**src/rtl/amc_pkg.sv**
```systemverilog
package amc_pkg;
  parameter int TW = 4;          // phase width field
  parameter int DW = 16;         // device data width (8 or 16 used)

  typedef struct packed {
    logic          wait_en;
    logic          sel_strobe;
    logic          wide;
    logic [TW-1:0] turn;
    logic [TW-1:0] wr_hold;
    logic [TW-1:0] wr_strobe;
    logic [TW-1:0] wr_setup;
    logic [TW-1:0] rd_hold;
    logic [TW-1:0] rd_strobe;
    logic [TW-1:0] rd_setup;
  } cs_cfg_t;

  parameter int CFGW = $bits(cs_cfg_t);

  typedef enum logic [2:0] {
    ST_IDLE, ST_TURN, ST_SETUP, ST_STROBE, ST_HOLD
  } amc_state_t;

  // a zero width behaves as one cycle; result is the load value of a down counter
  function automatic logic [TW-1:0] width_m1(input logic [TW-1:0] v);
    return (v == '0) ? '0 : v - 1'b1;
  endfunction
endpackage

```
**src/rtl/amc_cfg_regs.sv**
```systemverilog
module amc_cfg_regs
  import amc_pkg::*;
#(
  parameter int NCS = 4,
  localparam int CSW = $clog2(NCS)
) (
  input  logic                 clk,
  input  logic                 rst,
  input  logic                 cfg_we,
  input  logic [CSW-1:0]       cfg_cs,
  input  logic [CFGW-1:0]      cfg_wdata,
  output cs_cfg_t [NCS-1:0]    cfg_q
);
  for (genvar g = 0; g < NCS; g++) begin : g_cs
    always_ff @(posedge clk) begin
      if (rst)
        cfg_q[g] <= '0;
      else if (cfg_we && cfg_cs == CSW'(g))
        cfg_q[g] <= cs_cfg_t'(cfg_wdata);
    end
  end
endmodule

```
**src/rtl/amc_wait_sync.sv**
```systemverilog
module amc_wait_sync #(
  parameter int N = 4
) (
  input  logic         clk,
  input  logic         rst,
  input  logic [N-1:0] wait_in,
  output logic [N-1:0] wait_s
);
  logic [N-1:0] meta;
  always_ff @(posedge clk) begin
    if (rst) begin
      meta   <= '0;
      wait_s <= '0;
    end else begin
      meta   <= wait_in;
      wait_s <= meta;
    end
  end
endmodule

```
**src/rtl/amc_seq.sv**
```systemverilog
module amc_seq
  import amc_pkg::*;
#(
  parameter int NCS = 4,
  parameter int AW  = 26,
  localparam int CSW = $clog2(NCS)
) (
  input  logic              clk,
  input  logic              rst,
  input  cs_cfg_t [NCS-1:0] cfg_q,
  input  logic [NCS-1:0]    wait_s,
  input  logic              req_valid,
  output logic              req_ready,
  input  logic              req_write,
  input  logic [CSW-1:0]    req_cs,
  input  logic [AW-2:0]     req_addr,
  input  logic [DW-1:0]     req_wdata,
  input  logic [1:0]        req_be,
  output logic              rsp_done,
  output logic [DW-1:0]     rsp_rdata,
  output logic [AW-1:0]     mem_addr,
  output logic [NCS-1:0]    mem_cs_n,
  output logic              mem_oe_n,
  output logic              mem_we_n,
  output logic [1:0]        mem_be_n,
  output logic [DW-1:0]     mem_dout,
  output logic              mem_dq_oe,
  input  logic [DW-1:0]     mem_din
);
  amc_state_t     st;
  logic [TW-1:0]  cnt;
  cs_cfg_t        act;
  cs_cfg_t        c_new;
  logic           a_wr, lane, second, done_q;
  logic [CSW-1:0] a_cs;
  logic [AW-2:0]  a_addr;
  logic [DW-1:0]  a_wdata, rdata;
  logic [1:0]     a_be;
  logic           prev_valid, prev_wr;
  logic [CSW-1:0] prev_cs;
  logic [TW-1:0]  setup_w, strobe_w, hold_w;
  logic           in_cyc, cs_on;

  assign c_new    = cfg_q[req_cs];
  assign setup_w  = a_wr ? act.wr_setup  : act.rd_setup;
  assign strobe_w = a_wr ? act.wr_strobe : act.rd_strobe;
  assign hold_w   = a_wr ? act.wr_hold   : act.rd_hold;

  always_ff @(posedge clk) begin
    if (rst) begin
      st <= ST_IDLE;  cnt <= '0;  act <= '0;  a_wr <= 1'b0;  a_cs <= '0;
      a_addr <= '0;  a_wdata <= '0;  a_be <= '0;  lane <= 1'b0;  second <= 1'b0;
      rdata <= '0;  done_q <= 1'b0;  prev_valid <= 1'b0;  prev_wr <= 1'b0;  prev_cs <= '0;
    end else begin
      done_q <= 1'b0;
      case (st)
        ST_IDLE: if (req_valid) begin
          act     <= c_new;
          a_wr    <= req_write;
          a_cs    <= req_cs;
          a_addr  <= req_addr;
          a_wdata <= req_wdata;
          a_be    <= req_be;
          rdata   <= '0;
          lane    <= !c_new.wide && !req_be[0];
          second  <= !c_new.wide && (req_be == 2'b11);
          if (prev_valid && (prev_cs != req_cs || prev_wr != req_write) && c_new.turn != '0) begin
            st  <= ST_TURN;
            cnt <= c_new.turn - 1'b1;
          end else begin
            st  <= ST_SETUP;
            cnt <= width_m1(req_write ? c_new.wr_setup : c_new.rd_setup);
          end
        end
        ST_TURN: if (cnt == '0) begin
          st <= ST_SETUP;  cnt <= width_m1(setup_w);
        end else cnt <= cnt - 1'b1;
        ST_SETUP: if (cnt == '0) begin
          st <= ST_STROBE;  cnt <= width_m1(strobe_w);
        end else cnt <= cnt - 1'b1;
        ST_STROBE: if (cnt != '0) cnt <= cnt - 1'b1;
        else if (!(act.wait_en && wait_s[a_cs])) begin
          if (!a_wr) begin
            if (act.wide)
              rdata <= {a_be[1] ? mem_din[15:8] : 8'h00, a_be[0] ? mem_din[7:0] : 8'h00};
            else if (lane) rdata[15:8] <= mem_din[7:0];
            else           rdata[7:0]  <= mem_din[7:0];
          end
          st <= ST_HOLD;  cnt <= width_m1(hold_w);
        end
        ST_HOLD: if (cnt != '0) cnt <= cnt - 1'b1;
        else if (second) begin
          second <= 1'b0;  lane <= 1'b1;
          st <= ST_SETUP;  cnt <= width_m1(setup_w);
        end else begin
          st <= ST_IDLE;  done_q <= 1'b1;
          prev_valid <= 1'b1;  prev_cs <= a_cs;  prev_wr <= a_wr;
        end
        default: st <= ST_IDLE;
      endcase
    end
  end

  assign in_cyc    = (st == ST_SETUP) || (st == ST_STROBE) || (st == ST_HOLD);
  assign cs_on     = act.sel_strobe ? (st == ST_STROBE) : in_cyc;
  assign mem_cs_n  = cs_on ? ~(NCS'(1) << a_cs) : '1;
  assign mem_oe_n  = !((st == ST_STROBE) && !a_wr);
  assign mem_we_n  = !((st == ST_STROBE) && a_wr);
  assign mem_dq_oe = in_cyc && a_wr;
  assign mem_addr  = {a_addr, act.wide ? 1'b0 : lane};
  assign mem_be_n  = act.wide ? ~a_be : 2'b10;
  assign mem_dout  = act.wide ? a_wdata : {8'h00, lane ? a_wdata[15:8] : a_wdata[7:0]};
  assign req_ready = (st == ST_IDLE);
  assign rsp_done  = done_q;
  assign rsp_rdata = rdata;

  // never more than one chip select low
  a_r5_cs_onehot: assert property (@(posedge clk) disable iff (rst)
    $onehot0(~mem_cs_n));
  // read and write strobes never low together
  a_r2_strobe_excl: assert property (@(posedge clk) disable iff (rst)
    !(!mem_oe_n && !mem_we_n));
  // an active strobe always has a chip select low
  a_r5_strobe_has_cs: assert property (@(posedge clk) disable iff (rst)
    (!mem_oe_n || !mem_we_n) |-> (mem_cs_n != '1));
  // done is a single-cycle pulse
  a_r8_done_pulse: assert property (@(posedge clk) disable iff (rst)
    rsp_done |=> !rsp_done);
  // done follows the final hold cycle
  a_r8_done_after_hold: assert property (@(posedge clk) disable iff (rst)
    $rose(rsp_done) |-> ($past(st) == ST_HOLD));
  // captured timing does not move during a running access
  a_r9_cfg_frozen: assert property (@(posedge clk) disable iff (rst)
    (st != ST_IDLE && $past(st) != ST_IDLE) |-> $stable(act));
  // no acceptance while a cycle is on the bus
  a_r10_busy: assert property (@(posedge clk) disable iff (rst)
    (mem_cs_n != '1) |-> !req_ready);
endmodule

```
**src/rtl/amc_top.sv**
```systemverilog
module amc_top
  import amc_pkg::*;
#(
  parameter int NCS = 4,
  parameter int AW  = 26,
  localparam int CSW = $clog2(NCS)
) (
  input  logic            clk,
  input  logic            rst,
  input  logic            cfg_we,
  input  logic [CSW-1:0]  cfg_cs,
  input  logic [CFGW-1:0] cfg_wdata,
  input  logic            req_valid,
  output logic            req_ready,
  input  logic            req_write,
  input  logic [CSW-1:0]  req_cs,
  input  logic [AW-2:0]   req_addr,
  input  logic [DW-1:0]   req_wdata,
  input  logic [1:0]      req_be,
  output logic            rsp_done,
  output logic [DW-1:0]   rsp_rdata,
  output logic [AW-1:0]   mem_addr,
  output logic [NCS-1:0]  mem_cs_n,
  output logic            mem_oe_n,
  output logic            mem_we_n,
  output logic [1:0]      mem_be_n,
  output logic [DW-1:0]   mem_dout,
  output logic            mem_dq_oe,
  input  logic [DW-1:0]   mem_din,
  input  logic [NCS-1:0]  mem_wait
);
  cs_cfg_t [NCS-1:0] cfg_q;
  logic    [NCS-1:0] wait_s;

  amc_cfg_regs #(.NCS(NCS)) u_cfg (
    .clk(clk), .rst(rst), .cfg_we(cfg_we), .cfg_cs(cfg_cs),
    .cfg_wdata(cfg_wdata), .cfg_q(cfg_q));

  amc_wait_sync #(.N(NCS)) u_wsync (
    .clk(clk), .rst(rst), .wait_in(mem_wait), .wait_s(wait_s));

  amc_seq #(.NCS(NCS), .AW(AW)) u_seq (
    .clk(clk), .rst(rst), .cfg_q(cfg_q), .wait_s(wait_s),
    .req_valid(req_valid), .req_ready(req_ready), .req_write(req_write),
    .req_cs(req_cs), .req_addr(req_addr), .req_wdata(req_wdata), .req_be(req_be),
    .rsp_done(rsp_done), .rsp_rdata(rsp_rdata), .mem_addr(mem_addr),
    .mem_cs_n(mem_cs_n), .mem_oe_n(mem_oe_n), .mem_we_n(mem_we_n),
    .mem_be_n(mem_be_n), .mem_dout(mem_dout), .mem_dq_oe(mem_dq_oe),
    .mem_din(mem_din));
endmodule

```
**config.mk**
```make
export PLATFORM = sky130hd
export DESIGN_NAME = amc_top
export DESIGN_NICKNAME = d
export VERILOG_FILES = /design/src/rtl/amc_pkg.sv /design/src/rtl/amc_cfg_regs.sv /design/src/rtl/amc_wait_sync.sv /design/src/rtl/amc_seq.sv /design/src/rtl/amc_top.sv
export SDC_FILE = /design/constraint.sdc
export NUM_CORES = 1
export LEC_CHECK = 0
export BUFFER_PORTS_ARGS = -buffer_cell sky130_fd_sc_hd__buf_2
export CAP_MARGIN = 30
export CORE_MARGIN = 3
export CORE_UTILIZATION = 40
export CTS_CLUSTER_SIZE = 20
export DETAILED_ROUTE_END_ITERATION = 6
export HOLD_SLACK_MARGIN = 0.12
export PLACE_DENSITY = 0.67
export SLEW_MARGIN = 20
export SYNTH_ARGS = -nofsm -noshare
export SYNTH_HDL_FRONTEND = slang
export SYNTH_SLANG_ARGS = --single-unit
```
**constraint.sdc**
```tcl
create_clock -name clk -period 4.1 [get_ports clk]
set_clock_uncertainty 0.15 [all_clocks]
set_input_delay 0.205 -clock clk [delete_from_list [all_inputs] [get_ports clk]]
set_output_delay 0.205 -clock clk [all_outputs]
set_load 0.01 [all_outputs]
```
==> flow_metrics.py, run 1 <==
metrics = {
    "grt": {
        "grt_antenna_before_repair": 0,
        "gr-usage-met2_pct": 34.1,
        "overflow": 0,
        "grt_max_degree": 125,
        "grt_util_met1_pct": 28.3,
        "grt_pass1_wl_um": 48500,
        "grt_use_met3_pct": 3.28,
        "grt.busiest_layer": "met2",
        "grt_pass1_vias": 9313,
        "grt.total_usage_pct": 20.7,
    },
    "clock_network": {
        "clkTransAtPathRegs_ns": 0.06,
        "ctsHtreeMaxLevel": 1,
        "cts_tree": "built",
        "root_buffer": "clkbuf_16",
        "hold_buffers": 100,
        "numCtsBuffers": 27,
        "clkLatencyLatePin_ns": 0.53,
        "numClockSinks": 235,
        "cts_resized": 0,
        "clk_path_buf_depth": 3,
        "post_cts_buffers": 0,
    },
    "pwr": {
        "peakVddDrop_v": 0.000280,
        "pwr-share-comb_pct": 23.3,
        "p_switching_mw": 2.10,
        "clkPwrFrac_pct": 37.2,
        "total_power_mw": 6.73,
        "p_int_mw": 4.63,
        "p_per_area_nw_per_um2": 504,
        "seqPwrFrac_pct": 39.5,
        "switching_share_pct": 31.1,
        "p_leak_nw": 5.10,
    },
    "placed_design": {
        "hpwlAfterDp_um": 19000,
        "dp.cells": 1690,
        "io_buffers": 171,
        "placed_area_um2": 11400,
        "place.gp.congestion": 0.868,
    },
    "drt": {
        "vias": 9718,
        "firstDrtPassIters": 5,
        "detail_route.wl_per_cell_um": 16.4,
        "initialDrtViolationCount": 803,
        "drt-total-wl_um": 30200,
        "detail-route-antenna-nets": 0,
        "viasPerCell": 5.28,
        "drc_errors": 0,
    },
    "job": {
        "maxCapViolations": 0,
    },
    "floorplan": {
        "die_area_um2": 28000,
        "start_util_pct": 41.0,
        "die_w_um": 167,
        "placement_rows": 58,
        "io_pins": 172,
        "die_h_um": 167,
        "core_area_um2": 25400,
    },
    "logic_synthesis": {
        "synth_cell_types": 59,
        "synth_common_cells": "424 x nand2_1, 235 x dfxtp_1, 232 x a21oi_1, 78 x clkbuf_1, 38 x mux4_2",
        "synth_edf_count": 0,
        "synthesis.area_um2": 10400,
        "ys_warn_count": 0,
        "async_reset_ff_share_pct": 0,
        "postSynthAreaPerCell_um2": 8.17,
        "synth_ff_type": "dfxtp_1",
        "synth_seq_cells": 235,
        "yosys.area.top_type_share_pct": 45.2,
        "post-synth-top-area-cell": "dfxtp_1",
        "syn_inst": 1274,
        "yosysSeqAreaShare_pct": 45.2,
        "synth_area_leaders": "dfxtp_1 45%, nand2_1 15%, a21oi_1 11%",
        "synth_nets": 1382,
        "synth.most_common_cell": "nand2_1",
    },
    "cells_and_area": {
        "instances_no_fill": 1841,
        "fill_cells": 2370,
        "drive_gt1_share_pct": 19.9,
        "nets": 1597,
        "syn_to_final_growth_pct": 28.2,
        "multi_input_area_um2": 5300,
        "seq_area_um2": 4700,
        "design_area_um2": 13300,
    },
    "worst_setup_path": {
        "cp_max_fo": 21,
        "path_class": "flip-flop to output port",
        "cp_data_arrival_time_ns": 2.46,
        "worstPathRequired_ns": 3.74,
        "cpMaxStageDelayCell": "nor2b_1",
        "crit_chain": "nor2b_1, mux2_2, buf_2",
        "worstSetupStartpointType": "flip-flop",
        "endpoint_kind": "output port",
        "critical-path-max-stage-delay_ns": 0.83,
    },
    "sta": {
        "max_freq_mhz": 355,
        "layout_min_cycle_time_ns": 2.82,
        "finalHoldViolCount": 0,
        "rsz0062_at_grt": "no",
        "slew_headroom_pct": 33.8,
        "finalMaxSlewViolations": 0,
        "fin_setup_tns_ns": 0,
        "tightestPinTransition_ns": 0.994,
        "setup_viol": 0,
        "fin_crit_sh_pct": 68.7,
    },
    "status": {
        "status": "complete, no violations",
    },
    "min_path": {
        "hold_class": "primary input to flip-flop",
    },
}
[cell families after synthesis]
kind of cell             count (synthesis)  synth area share (%)
flip-flops                             235                  45.2
AND/OR/NAND/NOR                        576                  23.7
buffers and inverters                  105                  4.13
AO/OA/AOI/OAI                          277                  14.6
multiplexers                            65                  10.9
XOR/XNOR                                11                 0.925
adder cells (fa/ha/maj)                  5                 0.601
[sequential cells by signal, summed over array words and instances (netlist names)]
register          cells
u_cfg.cfg_q         124
u_seq.a_addr         25
u_seq.a_be            2
u_seq.a_cs            2
u_seq.a_wdata        16
u_seq.a_wr            1
u_seq.act            27
u_seq.cnt             4
u_seq.lane            1
u_seq.prev_cs         2
u_seq.prev_valid      1
u_seq.prev_wr         1
u_seq.rsp_done        1
u_seq.rsp_rdata      16
u_seq.second          1
u_seq.st              3
u_wsync.meta          4
u_wsync.wait_s        4
[metrics by stage]
stage / worst slack [ns] / hold slack, ns / util, %
6_report: 1.28 / 0.162 / 52.6
5_1_grt: 1.11 / 0.180 / 52.5
4_1_cts: 1.19 / 0.136 / 52.5
3_5_place_dp: 1.29 / 0.275 / 44.9
3_3_place_gp: 1.36 / 0.266 / 44.9
2_1_floorplan: 1.54 / 0.183 / -
[critical path, delay by kind of cell (launching register included)]
| family | cells | cell delay [ns] |
|---|---|---|
| buf+inv | 1 | 0.15 |
| flops | 1 | 0.52 |
| mux | 1 | 0.42 |
| simple gates | 1 | 0.83 |
[power by group through the flow]
stage                     registers, mW  logic [mW]  clock network (mW)
after floorplan                    2.65        1.07                   0
after global placement             2.70        1.46                   0
after detailed placement           2.71        1.47                   0
after CTS                          2.66        1.55                2.55
after global routing               2.69        1.73                2.66
final                              2.66        1.57                2.51
[placed cells by master (no fill, tap or decap), drive strengths merged, types with 5 or more instances in the layout]
master and n:
a21oi 232, a31oi 5, and2 11, buf 183, clkbuf 35, clkinv 9
dfxtp 235, dlygate4sd3 100, ha 5, inv 9, mux2 10, mux2i 17
mux4 38, nand2 424, nand2b 9, nand3 15, nand3b 5, nor2 35
nor2b 24, nor3 18, nor3b 9, o21ai 9, or3 13, xor2 8
[metal layers]
metal | routed length [um] | vias to the layer above | share of wire (%)
li1 | - | 4740 | -
met1 | 13300 | 4615 | 44
met2 | 14300 | 308 | 47
met3 | 1920 | 55 | 6.4
met4 | 656 | 0 | 2.2
met5 | 0 | - | 0
[layout make-up]
cell class                 count  area share [%]
antenna                        1          0.0187
clock buffer                  35            5.59
clock inverter                15            1.42
inverter                       8           0.225
multi-input combinational    934            39.7
sequential                   235            35.2
tap                          330            3.09
timing repair buffer         283            14.7
[path summary, 6_finish.rpt]
| kind | start | end | slack, ns | depth (start not counted) |
|---|---|---|---|---|
| max | u_seq.act[28] | mem_dout[7] | 1.28 | 3 |
| min | req_cs[0] | u_seq.a_cs[0] | 0.16 | 3 |
| max reg2reg | u_seq.a_wr | u_seq.cnt[2] | 1.30 | 7 |
| min reg2reg | u_wsync.meta[1] | u_wsync.wait_s[1] | 0.29 | 1 |
No activity file was read; power rests on OpenSTA's default activity.
==> run 2, diff against run 1 <==
clock period = 2.6 ns   (was 4.1 ns; I/O delays follow)
==> run 2 against run 1 <==
First-iteration DRC count shrank 15%. Critical path depth grew 3. Sequential share of layout area shrank 1.6 points.
==> flow_metrics.py, run 2 (synthesis gave the netlist of run 1 again) <==
metrics = {
    "drt": {
        "detail-route-antenna-nets": 0,
        "initialDrtViolationCount": 685,
        "firstDrtPassIters": 5,
        "detail_route.wl_per_cell_um": 15.9,
        "drt-total-wl_um": 30400,
        "vias": 9954,
        "drc_errors": 0,
        "viasPerCell": 5.21,
    },
    "floorplan": {
        "die_area_um2": 28000,
        "die_w_um": 167,
        "die_h_um": 167,
        "start_util_pct": 41.0,
        "placement_rows": 58,
        "core_area_um2": 25400,
        "io_pins": 172,
    },
    "sta": {
        "slew_headroom_pct": 43.4,
        "layout_min_cycle_time_ns": 2.43,
        "finalMaxSlewViolations": 0,
        "finalHoldViolCount": 0,
        "setup_viol": 0,
        "tightestPinTransition_ns": 0.850,
        "setup_ws_ns": 0.171,
        "rsz0062_at_grt": "no",
        "fin_crit_sh_pct": 93.4,
        "fin_setup_tns_ns": 0,
        "max_freq_mhz": 412,
    },
    "grt": {
        "grt_pass1_vias": 9819,
        "grt_max_degree": 94,
        "grt.total_usage_pct": 21.0,
        "overflow": 0,
        "grt_pass1_wl_um": 49700,
        "grt_antenna_before_repair": 0,
    },
    "cells_and_area": {
        "final_common_cell": "nand2_1",
        "n_antenna_cell": 0,
        "drive_gt1_share_pct": 20.5,
        "fill_cells": 2312,
        "layout_common_cells": "422 x nand2_1, 233 x dfxtp_1, 232 x a21oi_1",
        "instances_no_fill": 1912,
        "nets": 1670,
        "syn_to_final_growth_pct": 34.5,
        "top_register": "u_cfg.cfg_q",
        "reg_top3": "u_cfg.cfg_q x124, u_seq.act x27, u_seq.a_addr x25",
        "largest_reg_flops": 124,
    },
    "clock_network": {
        "cts_tree": "built",
        "numCtsBuffers": 26,
        "ctsHtreeMaxLevel": 1,
        "clkTransAtPathRegs_ns": 0.06,
        "numClockSinks": 235,
        "clkLatencyLatePin_ns": 0.52,
        "root_buffer": "clkbuf_16",
        "clk_path_buf_depth": 3,
    },
    "worst_setup_path": {
        "cp_data_arrival_time_ns": 2.15,
        "endpoint_kind": "output port",
        "critical-path-max-stage-delay_ns": 0.45,
        "cp_max_fo": 11,
        "path_class": "flip-flop to output port",
        "worstSetupStartpointType": "flip-flop",
        "crit_chain": "buf_4, nand2b_1, a21oi_1, nor2_1, or3b_2, buf_2",
        "worstPathRequired_ns": 2.32,
        "cpMaxStageDelayCell": "dfxtp_2",
    },
    "placed_design": {
        "dp_slack_ns": 0.0800,
        "hpwlAfterDp_um": 18800,
        "place.gp.congestion": 0.877,
        "dp.cells": 1713,
        "io_buffers": 171,
    },
    "status": {
        "status": "complete, no violations",
    },
    "min_path": {
        "hold_class": "primary input to flip-flop",
    },
    "pwr": {
        "peakVddDrop_v": 0.000428,
        "p_leak_nw": 5.53,
        "p_per_area_nw_per_um2": 766,
    },
    "job": {
        "maxCapViolations": 0,
    },
}
-- run 2: changes by cell type in the layout (fill, tap and decap cells not counted), moves of 3 or more --
cell           change
buf_4             +22
dlygate4sd3_1     +49
buf_12             +3
clkbuf_1           +5
clkinv_2           -3
-- run 2: per-stage QoR --
stage	utilization, %	hold slack [ns]	cell area (um2)	total power [mW]
2_1_floorplan	-	0.108	10400	5.86
4_1_cts	55.0	0.123	14000	10.7
3_3_place_gp	45.7	0.216	11600	6.66
3_5_place_dp	45.7	0.222	11600	6.70
5_1_grt	55.2	0.161	14000	11.3
6_report	55.2	0.143	14000	10.7
-- run 2: path summary, 6_finish.rpt --
path / to / startpoint / cells after the start / slack [ns]
max: mem_cs_n[1] / u_seq.st[1] / 6 / 0.17
min: u_cfg.cfg_q[6] / cfg_cs[0] / 5 / 0.14
max reg2reg: u_seq.cnt[2] / u_seq.a_wr / 7 / 0.19
min reg2reg: u_wsync.wait_s[1] / u_wsync.meta[1] / 1 / 0.29
-- run 2: what timing repair did --
item / in CTS / in global routing
resized for setup: 0 / 7
endpoints found under the setup margin: 0 / 11
buffers inserted: 0 / 2
hold buffers: 149 / 0
endpoints found under the hold margin: 233 / 0
-- run 2: worst max-delay path, delay by kind of cell, from the launching register on --
family | cells | cell delay, ns
and+or+nand+nor | 3 | 0.67
buffers and inverters | 2 | 0.36
DFF | 1 | 0.45
AOI/OAI and AO/OA | 1 | 0.16
-- run 2: metal layers --
layer | share of wire [%] | vias to the layer above | track usage (%)
li1 | - | 4881 | -
met1 | 43 | 4707 | 27.5
met2 | 49 | 307 | 36.2
met3 | 5.8 | 59 | 3.09
met4 | 2.4 | 0 | 5.80
met5 | 0 | - | 0
-- run 2: area by class of cell --
type,count,area [um2],share of cell area [%]
well taps,330,413,2.95
clock buffers,42,792,5.65
flip-flops and latches,235,4710,33.6
repair buffers,357,2680,19.1
multi-input cells,934,5310,37.9
inverters,8,30.0,0.214
clock inverters,6,80.1,0.572
-- run 2: report_power, final --
part | total (mW) | switching [mW] | internal (mW)
sequential | 4.17 | 0.251 | 3.92
clock | 3.71 | 1.44 | 2.27
combinational | 2.86 | 1.60 | 1.26
==> run 3, diff against run 2 <==
CORE_UTILIZATION = 56   (was 40)
PLACE_DENSITY = 0.86   (was 0.67)
==> run 3 against run 2 <==
Die area fell by 28%. Sequential power about the same. Global-route usage is 8.7 points higher. Sequential cell count unchanged. Sequential share of layout area increased by 1.9 points. Via count rose by 3.7%. First-iteration DRC count grew 49%. Clock power fell by 7.8%. Non-clock buffer count fell by 55. Critical path type unchanged. Critical endpoint is now mem_dout[7].
==> flow_metrics.py, run 3 (synthesis gave the netlist of run 1 again) <==
metrics = {
    "clock_network": {
        "ctsHtreeMaxLevel": 1,
        "clk_path_buf_depth": 3,
        "root_buffer": "clkbuf_16",
        "clkTransAtPathRegs_ns": 0.06,
        "numCtsBuffers": 24,
        "cts_tree": "built",
        "numClockSinks": 235,
        "clkLatencyLatePin_ns": 0.51,
    },
    "worst_setup_path": {
        "endpoint_kind": "output port",
        "worstSetupStartpointType": "flip-flop",
        "ff2ff_path_depth": 9,
        "cp_data_arrival_time_ns": 2.19,
        "path_class": "flip-flop to output port",
        "cp-startpoint": "u_seq.act[28]",
        "cp_max_fo": 21,
        "rr_endpoint": "u_seq.cnt[2]",
        "r2r_slack_ns": 0.15,
        "worstPathRequired_ns": 2.32,
        "r2r_start": "u_seq.a_wr",
    },
    "drt": {
        "detail-route-antenna-nets": 0,
        "drt-total-wl_um": 31200,
        "viasPerCell": 5.90,
        "initialDrtViolationCount": 1024,
        "detail_route.wl_per_cell_um": 17.9,
        "drc_errors": 0,
        "firstDrtPassIters": 6,
        "vias": 10300,
    },
    "pwr": {
        "seqPwrFrac_pct": 40.7,
        "clkPwrFrac_pct": 33.3,
        "pwr-share-comb_pct": 26.0,
        "p_int_mw": 7.06,
        "p_switching_mw": 3.22,
        "switching_share_pct": 31.3,
        "peakVddDrop_v": 0.000615,
        "p_leak_nw": 5.13,
        "p_per_area_nw_per_um2": 775,
    },
    "floorplan": {
        "core_area_um2": 18100,
        "start_util_pct": 57.6,
        "die_h_um": 142,
        "die_area_um2": 20300,
        "io_pins": 172,
        "die_w_um": 142,
        "placement_rows": 49,
    },
    "grt": {
        "grt_pass1_vias": 10200,
        "grt_max_degree": 85,
        "grt_pass1_wl_um": 49700,
        "grt_antenna_before_repair": 1,
        "overflow": 0,
        "grt.total_usage_pct": 29.7,
    },
    "sta": {
        "finalHoldViolCount": 0,
        "setup_viol": 0,
        "layout_min_cycle_time_ns": 2.47,
        "finalMaxSlewViolations": 0,
        "rsz0062_at_grt": "yes",
        "max_freq_mhz": 404,
        "fin_crit_sh_pct": 95.1,
        "setup_ws_ns": 0.127,
        "tightestPinTransition_ns": 0.817,
        "slew_headroom_pct": 45.5,
    },
    "cells_and_area": {
        "syn_to_final_growth_pct": 27.4,
        "final_common_cell": "nand2_1",
        "instances_no_fill": 1749,
        "largest_reg_flops": 124,
        "reg_top3": "u_cfg.cfg_q x124, u_seq.act x27, u_seq.a_addr x25",
        "nets": 1613,
        "top_register": "u_cfg.cfg_q",
        "final_util_pct": 73.3,
        "layout_common_cells": "423 x nand2_1, 232 x a21oi_1, 232 x dfxtp_1",
        "drive_gt1_share_pct": 20.2,
    },
    "placed_design": {
        "dp.cells": 1604,
        "place.gp.congestion": 0.972,
        "hpwlAfterDp_um": 18600,
        "io_buffers": 171,
        "dp_slack_ns": 0.113,
    },
    "job": {
        "maxCapViolations": 0,
    },
    "min_path": {
        "hold_class": "primary input to flip-flop",
        "hold_depth": 4,
        "hold_start": "cfg_we",
        "min_to": "u_cfg.cfg_q[73]",
    },
    "status": {
        "status": "complete, no violations",
    },
}
## run 3: power by group through the flow
stage / Sequential [mW] / Combinational (mW) / Clock [mW]
detailed placement: 4.23 / 2.42 / 0
CTS: 4.15 / 2.57 / 3.45
global route: 4.22 / 2.90 / 3.60
global placement: 4.21 / 2.38 / 0
floorplan: 4.18 / 1.68 / 0
finish: 4.19 / 2.67 / 3.42
## run 3: timing repair
item	in CTS	in global routing
pin swaps	0	0
hold endpoints to repair	231	0
hold buffers	104	0
buffers inserted	0	0
setup endpoints to repair	8	5
gates resized for setup	1	9
## run 3: worst max path at each step
stage,end,slack [ns],cells past startpoint
3_5_place_dp,u_seq.rsp_rdata[9],0.11,7
5_1_grt,u_seq.cnt[2],-0.002,9
3_3_place_gp,u_seq.rsp_rdata[10],0.15,7
2_1_floorplan,u_seq.cnt[2],0.04,9
6_report,mem_dout[7],0.13,3
4_1_cts,mem_cs_n[1],0.03,7
## run 3: per-stage QoR
step	total power, mW	instance area (um2)	TNS [ns]	hold WS [ns]
after floorplan	5.86	10400	0	0.108
after global placement	6.59	11400	0	0.204
after detailed placement	6.65	11400	0	0.211
after CTS	10.2	13200	0	0.132
after global routing	10.7	13300	-0.00210	0.172
final	10.3	13300	0	0.147
## run 3: cell type report
| class | instances | area (um2) |
|---|---|---|
| multi-input cells | 934 | 5300 |
| fillers | 1194 | 4820 |
| flip-flops and latches | 235 | 4710 |
| repair buffers | 302 | 2160 |
| clock buffers | 37 | 711 |
| well taps | 229 | 287 |
| clock inverters | 3 | 65.1 |
| inverters | 8 | 30.0 |
| diodes | 1 | 2.50 |
## run 3: worst max-delay path, cell delays in order (launching register included)
cell	delay (ns)
dfxtp_1	0.55
nor2b_2	0.57
mux2_2	0.41
buf_2	0.16
## run 3: metal layers
metal,vias up,routed length [um],share of wire (%),track usage (%)
li1,4769,-,-,-
met1,4867,11700,37,36.0
met2,557,15600,50,50.8
met3,131,2680,8.6,6.12
met4,0,1230,3.9,14.0
met5,-,0,0,0
